### src/rtl/tod_pkg.sv
package tod_pkg;
    localparam int ADDR_W  = 12;
    localparam int NS_W    = 64;
    localparam int FRAC_W  = 32;
    localparam int INT_W   = 32;
    localparam int STEP_W  = INT_W + FRAC_W;
    localparam int ACC_W   = NS_W + FRAC_W;
    localparam int DATA_W  = NS_W;

    localparam logic [ADDR_W-1:0] OFS_CTRL = 12'hF00;
    localparam logic [ADDR_W-1:0] OFS_FRAC = 12'hF08;
    localparam logic [ADDR_W-1:0] OFS_NSEC = 12'hF10;
    localparam logic [ADDR_W-1:0] OFS_STEP = 12'hF18;

    typedef enum logic [2:0] {
        SEL_NONE,
        SEL_CTRL,
        SEL_FRAC,
        SEL_NSEC,
        SEL_STEP
    } rd_sel_e;

    typedef struct packed {
        logic wr_ctrl;
        logic wr_frac;
        logic wr_nsec;
        logic wr_step;
        logic rd_any;
    } dec_t;

    typedef struct packed {
        logic [NS_W-1:0]   nsec;
        logic [FRAC_W-1:0] frac;
    } acc_t;

    typedef struct packed {
        logic              en;
        logic [STEP_W-1:0] step;
        logic              rsp_vld;
        logic [DATA_W-1:0] rsp_data;
    } ctl_t;
endpackage

### src/rtl/tod_regdec.sv
module tod_regdec
    import tod_pkg::*;
(
    input  logic              req_vld,
    input  logic              req_wr,
    input  logic [ADDR_W-1:0] req_addr,
    output dec_t              dec,
    output rd_sel_e           rd_sel
);
    rd_sel_e hit;

    always_comb begin
        unique case (req_addr)
            OFS_CTRL: hit = SEL_CTRL;
            OFS_FRAC: hit = SEL_FRAC;
            OFS_NSEC: hit = SEL_NSEC;
            OFS_STEP: hit = SEL_STEP;
            default:  hit = SEL_NONE;
        endcase
    end

    always_comb begin
        dec         = '0;
        dec.wr_ctrl = req_vld && req_wr && (hit == SEL_CTRL);
        dec.wr_frac = req_vld && req_wr && (hit == SEL_FRAC);
        dec.wr_nsec = req_vld && req_wr && (hit == SEL_NSEC);
        dec.wr_step = req_vld && req_wr && (hit == SEL_STEP);
        dec.rd_any  = req_vld && !req_wr;
        rd_sel      = (req_vld && !req_wr) ? hit : SEL_NONE;
    end
endmodule

### src/rtl/tod_accum.sv
module tod_accum
    import tod_pkg::*;
(
    input  logic              clk,
    input  logic              rst_n,
    input  logic              en,
    input  logic [STEP_W-1:0] step,
    input  logic              ld_nsec,
    input  logic              ld_frac,
    input  logic [DATA_W-1:0] wdata,
    output logic [NS_W-1:0]   nsec,
    output logic [FRAC_W-1:0] frac
);
    localparam int PAD_W = ACC_W - STEP_W;

    acc_t acc_d, acc_q;
    logic [ACC_W-1:0] sum;

    always_comb begin
        sum   = acc_q + {{PAD_W{1'b0}}, step};
        acc_d = acc_q;
        if (ld_nsec) begin
            acc_d.nsec = wdata[NS_W-1:0];
        end else if (ld_frac) begin
            acc_d.frac = wdata[FRAC_W-1:0];
        end else if (en) begin
            acc_d = sum;
        end
    end

    always_ff @(posedge clk or negedge rst_n) begin
        if (!rst_n) acc_q <= '0;
        else        acc_q <= acc_d;
    end

    assign nsec = acc_q.nsec;
    assign frac = acc_q.frac;
endmodule

### src/rtl/tod_ctl.sv
module tod_ctl
    import tod_pkg::*;
(
    input  logic              clk,
    input  logic              rst_n,
    input  dec_t              dec,
    input  rd_sel_e           rd_sel,
    input  logic [DATA_W-1:0] wdata,
    input  logic [NS_W-1:0]   nsec,
    input  logic [FRAC_W-1:0] frac,
    output logic              en,
    output logic [STEP_W-1:0] step,
    output logic              rsp_vld,
    output logic [DATA_W-1:0] rsp_data
);
    ctl_t ctl_d, ctl_q;

    always_comb begin
        ctl_d = ctl_q;
        if (dec.wr_ctrl) ctl_d.en   = wdata[0];
        if (dec.wr_step) ctl_d.step = wdata[STEP_W-1:0];
        ctl_d.rsp_vld = dec.rd_any;
        unique case (rd_sel)
            SEL_CTRL: ctl_d.rsp_data = {{(DATA_W-1){1'b0}}, ctl_q.en};
            SEL_FRAC: ctl_d.rsp_data = {{(DATA_W-FRAC_W){1'b0}}, frac};
            SEL_NSEC: ctl_d.rsp_data = nsec;
            SEL_STEP: ctl_d.rsp_data = ctl_q.step;
            default:  ctl_d.rsp_data = '0;
        endcase
    end

    always_ff @(posedge clk or negedge rst_n) begin
        if (!rst_n) ctl_q <= '0;
        else        ctl_q <= ctl_d;
    end

    assign en       = ctl_q.en;
    assign step     = ctl_q.step;
    assign rsp_vld  = ctl_q.rsp_vld;
    assign rsp_data = ctl_q.rsp_data;
endmodule

### src/rtl/tod_clock.sv
module tod_clock
    import tod_pkg::*;
(
    input  logic              clk,
    input  logic              rst_n,
    input  logic              req_vld,
    input  logic              req_wr,
    input  logic [ADDR_W-1:0] req_addr,
    input  logic [DATA_W-1:0] req_wdata,
    output logic              rsp_vld,
    output logic [DATA_W-1:0] rsp_rdata
);
    dec_t              dec;
    rd_sel_e           rd_sel;
    logic              en_w;
    logic [STEP_W-1:0] step_w;
    logic [NS_W-1:0]   nsec_w;
    logic [FRAC_W-1:0] frac_w;

    tod_regdec i_dec (
        .req_vld (req_vld),
        .req_wr  (req_wr),
        .req_addr(req_addr),
        .dec     (dec),
        .rd_sel  (rd_sel)
    );

    tod_accum i_acc (
        .clk    (clk),
        .rst_n  (rst_n),
        .en     (en_w),
        .step   (step_w),
        .ld_nsec(dec.wr_nsec),
        .ld_frac(dec.wr_frac),
        .wdata  (req_wdata),
        .nsec   (nsec_w),
        .frac   (frac_w)
    );

    tod_ctl i_ctl (
        .clk     (clk),
        .rst_n   (rst_n),
        .dec     (dec),
        .rd_sel  (rd_sel),
        .wdata   (req_wdata),
        .nsec    (nsec_w),
        .frac    (frac_w),
        .en      (en_w),
        .step    (step_w),
        .rsp_vld (rsp_vld),
        .rsp_data(rsp_rdata)
    );
endmodule

### config.mk
export PLATFORM = sky130hd
export DESIGN_NAME = tod_clock
export DESIGN_NICKNAME = d
export VERILOG_FILES = /design/src/rtl/tod_pkg.sv /design/src/rtl/tod_regdec.sv /design/src/rtl/tod_accum.sv /design/src/rtl/tod_ctl.sv /design/src/rtl/tod_clock.sv
export SDC_FILE = /design/constraint.sdc
export NUM_CORES = 1
export LEC_CHECK = 0
export ABC_AREA = 1
export BUFFER_PORTS_ARGS = -buffer_cell sky130_fd_sc_hd__buf_4
export CORE_MARGIN = 2
export CORE_UTILIZATION = 59
export DETAILED_ROUTE_END_ITERATION = 10
export PLACE_DENSITY = 0.79
export SLEW_MARGIN = 20
export SYNTH_ARGS = -nofsm -noshare
export SYNTH_HDL_FRONTEND = slang
export SYNTH_SLANG_ARGS = --single-unit
### constraint.sdc
create_clock -name clk -period 2.8 [get_ports clk]
set_clock_uncertainty 0.15 [all_clocks]
set_input_delay 0.42 -clock clk [delete_from_list [all_inputs] [get_ports clk]]
set_output_delay 0.42 -clock clk [all_outputs]
set_load 0.05 [all_outputs]
==> results.json <==
{
  "nFillCells": 2299,
  "power.share.combinational": 0.096,
  "vias": 19900,
  "overflow": 0,
  "p_int_w": 0.00561,
  "path_class": "register to register",
  "path_clk_slew_ns": 0.07,
  "yosys.area.top_type_share": 0.326,
  "cts_buffers": 26,
  "clkPwrFrac": 0.451,
  "arrival_ns": 3.05,
  "path_delay_family": "simple AND/OR/NAND/NOR gates",
  "maxSlewHeadroom": 0.258,
  "synth.distinct_cells": 46,
  "synth-simple-area-share": 0.366,
  "cts_sinks": 226,
  "dp_hpwl_mm": 56.5,
  "power_density_mw_per_mm2": 359,
  "synthAdderAreaFrac": 0.0474,
  "dr.pass1.iters": 8,
  "r2r_cells": 13,
  "synth_flop_cell": "dfrtp_1",
  "end_kind": "register",
  "yosys.area_share.xor_xnor": 0.0142,
  "final_layout_size_suffix_gt1_frac": 0.161,
  "p_leak_nw": 11.9,
  "max_cap_viol_count": 0,
  "finalHoldViolCount": 0,
  "rows": 62,
  "place_congestion": 1.14,
  "hold_class": "primary input to register",
  "slew_violations": 0,
  "finalSetupViolations": 0,
  "rsz0062_at_grt": "true",
  "diodes": 0,
  "drc": 0,
  "timing.final.crit_period_ns": 2.76,
  "grt_max_degree": 90,
  "ant_nets": 0,
  "worst-r2r-setup-slack_ns": 0.04,
  "die-area_mm2": 0.0308,
  "period_share": 0.985,
  "synthCells": 2716,
  "syn_area_mm2": 0.0173,
  "htree_levels": 1,
  "drt-initial-drc-count": 2648,
  "core_mm2": 0.0288,
  "synth_warnings": 0,
  "clock-root-buffer": "clkbuf_16",
  "seqPwrFrac": 0.453,
  "synth_seq_cells": 226,
  "io_pins": 145,
  "nets": 3138,
  "synth_compound_area_frac": 0.0941,
  "hold_ws_ns": 0.0107,
  "dieWidth_um": 175,
  "synth.area.top_cells": "dfrtp_1 (33%), nand2_1 (23%), inv_1 (9.9%)",
  "crit_buf_inv": 2,
  "p_sw_frac": 0.261,
  "avgSynthCellArea_um2": 6.38,
  "finish.utilization": 0.735,
  "slowest_stage": "dfrtp_1",
  "synthArstFlopShare": 1.00,
  "cpMostUsedCell": "nor2_1",
  "antenna_found_initial": 1,
  "min_from": "req_wdata[32]",
  "worst-slew-pin-transition_ns": 1.11,
  "synth_edf_count": 0,
  "port_buffers": 144,
  "hold_path_depth": 3,
  "crit_required_ns": 3.09,
  "max_stage_delay_ns": 0.46,
  "path_max_fanout": 5,
  "via_per_inst": 5.87,
  "insertion_delay_ns": 0.55,
  "cts_tree": "yes",
  "startpoint_type": "register",
  "peakVddDrop_v": 0.000423,
  "hold_end": "i_acc.nsec[32]",
  "achievable-frequency_mhz": 362,
  "synth_top_family_by_area": "simple AND/OR/NAND/NOR gates",
  "seq_area_frac_synth": 0.326,
  "synth_top_area_cell": "dfrtp_1",
  "syn_to_final_growth_pct": 22.1,
  "grt_use_total": 0.483,
  "grt_pass1_vias": 19200,
  "grt_pass1_wl_mm": 111,
  "initial_core_util": 0.602,
  "r2r_start": "i_ctl.step[43]",
  "cts.path.max_buffers": 3,
  "path_cells": "ha_1 > nand2_1 > nor2_1 > buf_4 > nand2_1 > nor2_1 > nor2_1 > buf_4 > nor2_1 > nor2_1 > nand3_1 > nand3_1 > nand2_1",
  "die_h_um": 175,
  "wl_per_cell_um": 22.1,
  "run_status": "finished clean",
  "syn_nets": 2861,
  "timing.rr.end": "i_acc.nsec[35]",
  "switching_power_w": 0.00198,
  "totalWireLength_mm": 74.9,
  "synthMuxAreaShare": 0.0305
}
-- worst max path at each step --
stage / startpoint / end / depth (start not counted)
6_report: i_ctl.step[43] / i_acc.nsec[35] / 13
5_1_grt: i_ctl.step[23] / i_acc.nsec[47] / 15
4_1_cts: i_ctl.step[0] / i_acc.nsec[36] / 17
3_5_place_dp: i_ctl.step[0] / i_acc.nsec[30] / 17
3_3_place_gp: i_acc.frac[22] / i_acc.nsec[26] / 12
2_1_floorplan: i_acc.frac[0] / i_acc.nsec[36] / 17
-- metal layers --
layer / vias up / global-route usage / wire (µm)
met3: 367 / 0.106 / 9790
met5: - / 0 / 8
met2: 1459 / 0.746 / 32000
li1: 8981 / - / -
met4: 2 / 0.311 / 5990
met1: 9108 / 0.613 / 27200
-- flip-flops by register name, summed over array words and instances (netlist names) --
register and count:
i_acc.frac 32, i_acc.nsec 64, i_ctl.en 1, i_ctl.rsp_data 64, i_ctl.rsp_vld 1, i_ctl.step 64
-- worst min-delay path, delay by kind of cell --
| kind | cells | cell delay, ns |
|---|---|---|
| AOI/OAI and AO/OA | 1 | 0.08 |
| and+or+nand+nor | 1 | 0.07 |
| buffers and inverters | 1 | 0.11 |
-- cell families (layout without fill, tap and decap cells) --
| family | Yosys count | count (layout) |
|---|---|---|
| AND/OR/NAND/NOR | 1547 | 1547 |
| XOR/XNOR | 28 | 28 |
| buffers and inverters | 530 | 825 |
| multiplexers | 47 | 47 |
| flip-flops | 226 | 226 |
| adder cells (fa/ha/maj) | 65 | 65 |
| AO/OA/AOI/OAI | 273 | 273 |
-- cells in the mapped netlist, drive strengths merged (3+ instances only) --
| cell | n |
|---|---|
| a21oi | 71 |
| a22oi | 67 |
| and2 | 7 |
| buf | 43 |
| clkbuf | 8 |
| dfrtp | 226 |
| ha | 64 |
| inv | 478 |
| mux2 | 46 |
| nand2 | 1066 |
| nand3 | 140 |
| nand3b | 13 |
| nand4 | 23 |
| nor2 | 268 |
| nor3 | 19 |
| nor4 | 4 |
| o211ai | 19 |
| o21a | 3 |
| o21ai | 110 |
| or2 | 5 |
| xor2 | 28 |
-- area by class of cell --
class / instances / area (µm²) / share of cell area
Clock buffer: 37 / 753 / 0.0356
Timing Repair Buffer: 300 / 2520 / 0.119
Inverter: 479 / 1800 / 0.0850
Sequential cell: 226 / 5660 / 0.267
Multi-Input combinational cell: 1960 / 9870 / 0.466
Clock inverter: 9 / 80.1 / 0.00378
Tap cell: 384 / 480 / 0.0227
-- power by group through the flow --
stage | clock network (W) | registers [W] | logic [W]
floorplan | 0 | 0.00346 | 0.000289
global placement | 0 | 0.00348 | 0.000599
detailed placement | 0 | 0.00349 | 0.000625
CTS | 0.00342 | 0.00343 | 0.000685
global route | 0.00352 | 0.00345 | 0.000784
finish | 0.00342 | 0.00344 | 0.000729
-- stage by stage --
step	cell area, µm²	cells	setup TNS [ns]	total power [W]	setup WS [ns]
global placement	19500	3297	-0.110	0.00408	-0.0558
floorplan	17300	2716	0	0.00375	0.546
detailed placement	19500	3297	-0.369	0.00411	-0.101
CTS	20800	3389	0	0.00753	0.000230
global route	21200	3395	-0.0671	0.00775	-0.0304
finish	21200	3395	0	0.00759	0.0406
-- layout by cell type (no fill, tap or decap), types with 2 or more instances in the layout --
cell type,netlist,layout
clkbuf_8,0,4
nand3_2,1,9
and2_1,6,6
nand4_1,23,23
nand3_1,139,130
a21oi_1,71,68
nor2_1,236,214
o21a_1,3,3
nor4_1,3,2
dlygate4sd3_1,0,46
mux2_2,46,46
dfrtp_1,226,224
o21ai_1,58,59
o21ai_0,52,51
ha_1,64,52
nand3b_1,13,13
nor3_2,3,5
nor2_4,4,9
clkinv_2,0,4
nand2_1,1059,1043
a22oi_1,67,67
nor2_2,27,44
inv_2,22,23
clkinvlp_4,0,4
dfrtp_2,0,2
or2_1,3,3
o211ai_1,12,12
clkbuf_16,0,27
buf_4,8,241
xor2_1,28,28
ha_4,0,7
clkbuf_1,8,6
o211ai_2,7,7
nor3_1,15,13
a21oi_2,0,3
inv_1,456,455
ha_2,0,5
nand2_2,7,23
buf_12,0,12
-- repair_timing --
item                                    4_1_cts  5_1_grt
pin swaps                                     0        7
hold buffers                                 46        0
hold endpoints to repair                    119        0
endpoints found under the setup margin       11       50
setup buffers                                 0        6
gates resized for setup                       6       70
No activity file was read; power rests on OpenSTA's default activity.
